File: config.mk
export PLATFORM = sky130hd
export DESIGN_NAME = fl_flush_seq
export DESIGN_NICKNAME = d
export VERILOG_FILES = /design/src/rtl/fl_pkg.sv /design/src/rtl/fl_line_walker.sv /design/src/rtl/fl_trickle_timer.sv /design/src/rtl/fl_flush_seq.sv
export SDC_FILE = /design/constraint.sdc
export NUM_CORES = 1
export LEC_CHECK = 0
export BUFFER_PORTS_ARGS = -buffer_cell sky130_fd_sc_hd__buf_4
export CORE_MARGIN = 4
export CORE_UTILIZATION = 54
export DETAILED_ROUTE_END_ITERATION = 10
export HOLD_SLACK_MARGIN = 0.12
export PLACE_DENSITY_LB_ADDON = 0.15
export REMOVE_ABC_BUFFERS = 1
export SLEW_MARGIN = 10
export SYNTH_ARGS = -nofsm -noshare
export SYNTH_HDL_FRONTEND = slang
export SYNTH_HIERARCHICAL = 1
export SYNTH_SLANG_ARGS = --single-unit
File: constraint.sdc
create_clock -name clk -period 2.13 [get_ports clk]
set_clock_uncertainty 0.1 [all_clocks]
set_input_delay 0.426 -clock clk [delete_from_list [all_inputs] [get_ports clk]]
set_output_delay 0.426 -clock clk [all_outputs]
set_load 0.01 [all_outputs]
File: src/rtl/fl_pkg.sv
package fl_pkg;
    typedef enum logic [1:0] {
        ST_IDLE = 2'd0,
        ST_SCAN = 2'd1,
        ST_WB   = 2'd2
    } fl_state_e;
endpackage

File: src/rtl/fl_line_walker.sv
// Line index counter: restarts at zero, steps by one, wraps naturally.
module fl_line_walker #(
    parameter int LINE_W = 8
) (
    input  logic              clk,
    input  logic              rst_n,
    input  logic              restart,
    input  logic              step,
    output logic [LINE_W-1:0] idx
);
    always_ff @(posedge clk) begin
        if (!rst_n)       idx <= '0;
        else if (restart) idx <= '0;
        else if (step)    idx <= idx + LINE_W'(1);
    end
endmodule

File: src/rtl/fl_trickle_timer.sv
// Emits one tick every PERIOD enabled cycles; the count restarts when disabled.
module fl_trickle_timer #(
    parameter  int PERIOD = 1024,
    localparam int CNT_W  = (PERIOD > 1) ? $clog2(PERIOD) : 1
) (
    input  logic clk,
    input  logic rst_n,
    input  logic enable,
    output logic tick
);
    localparam logic [CNT_W-1:0] LAST = CNT_W'(PERIOD - 1);
    logic [CNT_W-1:0] cnt;

    always_ff @(posedge clk) begin
        if (!rst_n || !enable) cnt <= '0;
        else if (cnt == LAST)  cnt <= '0;
        else                   cnt <= cnt + CNT_W'(1);
    end

    assign tick = enable && (cnt == LAST);
endmodule

File: src/rtl/fl_flush_seq.sv
module fl_flush_seq
    import fl_pkg::*;
#(
    parameter  int SETS   = 128,
    parameter  int WAYS   = 2,
    parameter  int PERIOD = 1024,
    localparam int SET_W  = $clog2(SETS),
    localparam int WAY_W  = $clog2(WAYS),
    localparam int LINE_W = SET_W + WAY_W
) (
    input  logic             clk,
    input  logic             rst_n,
    input  logic             sw_flush,
    input  logic             vsync,
    input  logic             vsync_flush_en,
    input  logic             trickle_en,
    output logic             tag_own,
    output logic [SET_W-1:0] tag_set,
    output logic [WAY_W-1:0] tag_way,
    input  logic             tag_dirty,
    output logic             tag_clr,
    output logic             wb_req,
    output logic [SET_W-1:0] wb_set,
    output logic [WAY_W-1:0] wb_way,
    input  logic             wb_ack,
    output logic             busy
);
    fl_state_e         st_q, st_d;
    logic              full_q, full_d;
    logic              pend_q, pend_d;
    logic [LINE_W-1:0] walk_idx, trk_idx, cur, wb_line_q;
    logic              walk_last, trig, tick, line_done;
    logic              start_full, walk_step, trk_step;

    // Full-pass walker and trickle pointer share one counter design.
    fl_line_walker #(.LINE_W(LINE_W)) u_walk (
        .clk(clk), .rst_n(rst_n), .restart(start_full), .step(walk_step), .idx(walk_idx)
    );
    fl_line_walker #(.LINE_W(LINE_W)) u_trk (
        .clk(clk), .rst_n(rst_n), .restart(1'b0), .step(trk_step), .idx(trk_idx)
    );
    fl_trickle_timer #(.PERIOD(PERIOD)) u_tmr (
        .clk(clk), .rst_n(rst_n), .enable(trickle_en), .tick(tick)
    );

    assign trig      = sw_flush || (vsync && vsync_flush_en);
    assign walk_last = &walk_idx;
    assign cur       = full_q ? walk_idx : trk_idx;
    assign line_done = ((st_q == ST_SCAN) && !tag_dirty) || ((st_q == ST_WB) && wb_ack);

    // Next-state and sequencing decisions.
    always_comb begin
        st_d       = st_q;
        full_d     = full_q;
        start_full = 1'b0;
        walk_step  = 1'b0;
        trk_step   = 1'b0;
        unique case (st_q)
            ST_IDLE: begin
                if (trig || pend_q) begin
                    st_d = ST_SCAN; full_d = 1'b1; start_full = 1'b1;
                end else if (tick) begin
                    st_d = ST_SCAN; full_d = 1'b0;
                end
            end
            ST_SCAN, ST_WB: begin
                if ((st_q == ST_SCAN) && tag_dirty) begin
                    st_d = ST_WB;
                end else if (line_done) begin
                    if (full_q && !walk_last) begin
                        st_d = ST_SCAN; walk_step = 1'b1;
                    end else begin
                        trk_step = !full_q;
                        if (trig || pend_q) begin
                            st_d = ST_SCAN; full_d = 1'b1; start_full = 1'b1;
                        end else begin
                            st_d = ST_IDLE; full_d = 1'b0;
                        end
                    end
                end
            end
            default: begin
                st_d = ST_IDLE; full_d = 1'b0;
            end
        endcase
        pend_d = start_full ? 1'b0 : (pend_q || (trig && (st_q != ST_IDLE)));
    end

    // State register.
    always_ff @(posedge clk) begin
        if (!rst_n) begin
            st_q      <= ST_IDLE;
            full_q    <= 1'b0;
            pend_q    <= 1'b0;
            wb_line_q <= '0;
        end else begin
            st_q   <= st_d;
            full_q <= full_d;
            pend_q <= pend_d;
            if ((st_q == ST_SCAN) && tag_dirty) wb_line_q <= cur;
        end
    end

    // Outputs.
    always_comb begin
        tag_own = (st_q == ST_SCAN);
        tag_set = cur[LINE_W-1:WAY_W];
        tag_way = cur[WAY_W-1:0];
        tag_clr = tag_own && tag_dirty;
        wb_req  = (st_q == ST_WB);
        wb_set  = wb_line_q[LINE_W-1:WAY_W];
        wb_way  = wb_line_q[WAY_W-1:0];
        busy    = full_q && (st_q != ST_IDLE);
    end
endmodule

==> metrics.yaml <==
logic_synthesis:
  avgSynthCellArea_um2: 8.76
  yosysWarnings: 6
  synth_cell_types: 41
  synthFlopType: "dfxtp_1"
  syn-instance-count: 219
  async_flop_share_pct: 0
  synth.cell_area_um2: 1920
  synth-edff-count: 0
  synth_seq_area_share_pct: 39.7
  yosys_register_bits: 38
setup_path:
  arrival_ns: 2.18
  cp_data_required_time_ns: 2.31
  start_kind: "register"
  cp-end-kind: "register"
  crit_fanout: 5
  path_class: "register to register"
detailed_routing:
  drtIter0Drc: 94
  ant_nets: 0
  drt-total-wl_um: 3990
  drc_errors: 0
  via_count: 1628
  viasPerCell: 5.37
  dr.pass1.iters: 4
  wl_per_cell_um: 13.2
cells_and_area:
  layout.nets: 271
  diodes: 0
  areaGrowthSynthToFinish_pct: 18.9
  fin_area_um2: 2280
  fin_util_pct: 67.3
  drive_gt1_share_pct: 23.7
  fin_cells: 303
clocking:
  clock_path_buffers: 2
  cts_root_buf: "clkbuf_4"
  clkSinkCount: 38
  numCtsBuffers: 5
  cts_tree: "yes"
  clk-insertion-delay-late_ns: 0.34
  path_clk_slew_ns: 0.11
  cts_max_level: 2
sta:
  fmax_mhz: 499
  fin_crit_sh_pct: 94.1
  final_max_slew_viol_count: 0
  hold_viol_final: 0
  rsz0062_at_grt: "true"
  setup_violations: 0
  fin_ws_ns: 0.126
  min_period_ns: 2.00
place:
  place_inst: 295
  dp_slack_ns: 0.0558
  hpwl_um: 3020
  portBuffers: 27
  place_area_um2: 2210
  gp_congestion: 0.851
grt:
  grt_max_degree: 19
  met2_usage_pct: 31.6
  grt_usage_pct: 19.3
  top_usage_layer: "met2"
  gr-total-overflow: 0
  antenna_found_initial: 0
  use_met1_pct: 24.1
  grt_use_met3_pct: 5.82
  grt_pass1_vias: 1536
  grt_pass1_wl_um: 6690
floorplanning:
  num_rows: 21
  dieArea_um2: 4570
  die_x_um: 67.6
  coreArea_um2: 3390
  num_io_pins: 28
  die_h_um: 67.6
  initial_core_util_pct: 56.6
min_path:
  hold_class: "primary input to register"
job:
  drv_cap: 0
power_and_ir_drop:
  p_leak_nw: 0.871
  ir_worst_vdd_v: 0.000399
  power_density_nw_per_um2: 778
run_status:
  status: "finished clean"
-- power by group --
part           switching [mW]  leakage [nW]  total, mW  internal, mW
clock network           0.234        0.0353      0.394         0.160
logic                   0.307         0.528      0.573         0.266
registers              0.0393         0.308      0.809         0.769
-- worst paths after layout --
check               startpoint      endpoint  slack [ns]  depth (start not counted)
setup / recovery       st_q[1]  u_trk/idx[7]        0.13                          8
hold / removal           rst_n        pend_q        0.30                          2
setup reg to reg       st_q[1]  u_trk/idx[7]        0.13                          8
hold reg to reg   u_tmr/cnt[0]  u_tmr/cnt[0]        0.36                          1
-- stage by stage --
| step | hold slack [ns] | power [mW] | setup TNS [ns] |
|---|---|---|---|
| floorplan | 0.318 | 1.18 | 0 |
| global placement | 0.330 | 1.38 | 0 |
| detailed placement | 0.336 | 1.39 | 0 |
| CTS | 0.298 | 1.78 | 0 |
| global route | 0.309 | 1.89 | -0.0163 |
| finish | 0.304 | 1.78 | 0 |
-- kinds of logic after synthesis --
logic type | share of synthesized area [%]
adder cells (fa/ha/maj) | 4.57
flip-flops | 39.7
AO/OA/AOI/OAI | 13.0
XOR/XNOR | 5.02
buffers and inverters | 3.78
AND/OR/NAND/NOR | 27.0
multiplexers | 6.72
other | 0.196
-- what timing repair did --
action,in CTS,in global routing
setup endpoints to repair,0,11
gates resized for setup,0,4
hold buffers,0,0
setup buffers,0,0
-- flip-flops by register name, summed over array words and instances (netlist names) --
| name | cells |
|---|---|
| u_trk/idx | 8 |
| wb_line_q | 8 |
| u_tmr/cnt | 10 |
| u_walk/idx | 8 |
| pend_q | 1 |
| full_q | 1 |
| st_q | 2 |
-- metal layers --
metal | up-vias | share of wire (%)
li1 | 848 | -
met1 | 753 | 48
met2 | 22 | 47
met3 | 5 | 4.0
met4 | 0 | 1.2
met5 | - | 0
-- synth_stat cells (4+ instances only) --
| cell | n | area (um^2) |
|---|---|---|
| a21oi_1 | 15 | 75.1 |
| dfxtp_1 | 38 | 761 |
| ha_1 | 7 | 87.6 |
| inv_1 | 6 | 22.5 |
| mux2_4 | 5 | 75.1 |
| nand2_1 | 15 | 56.3 |
| nand3_1 | 4 | 20.0 |
| nand4_1 | 12 | 75.1 |
| nor2_1 | 36 | 135 |
| nor2b_1 | 4 | 25.0 |
| nor3b_1 | 9 | 67.6 |
| o21ai_0 | 10 | 50.1 |
| or3_1 | 8 | 50.1 |
| xor2_1 | 8 | 70.1 |
-- critical path, stage by stage (launching register included) --
cell and delay [ns]:
dfxtp_2 0.37, inv_1 0.06, ha_1 0.23, and3b_1 0.26, o21ai_2 0.10, nor2_2 0.19
nand4_1 0.12, or3_1 0.36, a21oi_1 0.14
-- cell type report --
| type | instances | area (um^2) |
|---|---|---|
| Fill cell | 261 | 1110 |
| Multi-Input combinational cell | 167 | 1090 |
| Sequential cell | 38 | 762 |
| Timing Repair Buffer | 38 | 285 |
| Tap cell | 46 | 57.6 |
| Clock buffer | 7 | 55.1 |
| Inverter | 6 | 22.5 |
| Clock inverter | 1 | 5.00 |
-- cells in the final DEF, fill, tap and decap left out, types with 2 or more instances in the layout --
cell      instances
a21oi_1          15
buf_4            38
clkbuf_4          5
dfxtp_1          37
ha_1              7
inv_1             6
mux2_2            3
mux2_4            5
mux2i_1           2
nand2_1          15
nand2b_1          2
nand3_1           4
nand4_1          12
nor2_1           34
nor2_2            2
nor2b_1           4
nor3b_1           9
o21a_1            2
o21ai_0          10
o21ai_1           2
o31ai_1           2
or3_1             8
or4_1             2
xnor2_1           3
xor2_1            8
(Power assumes the default switching activity.)
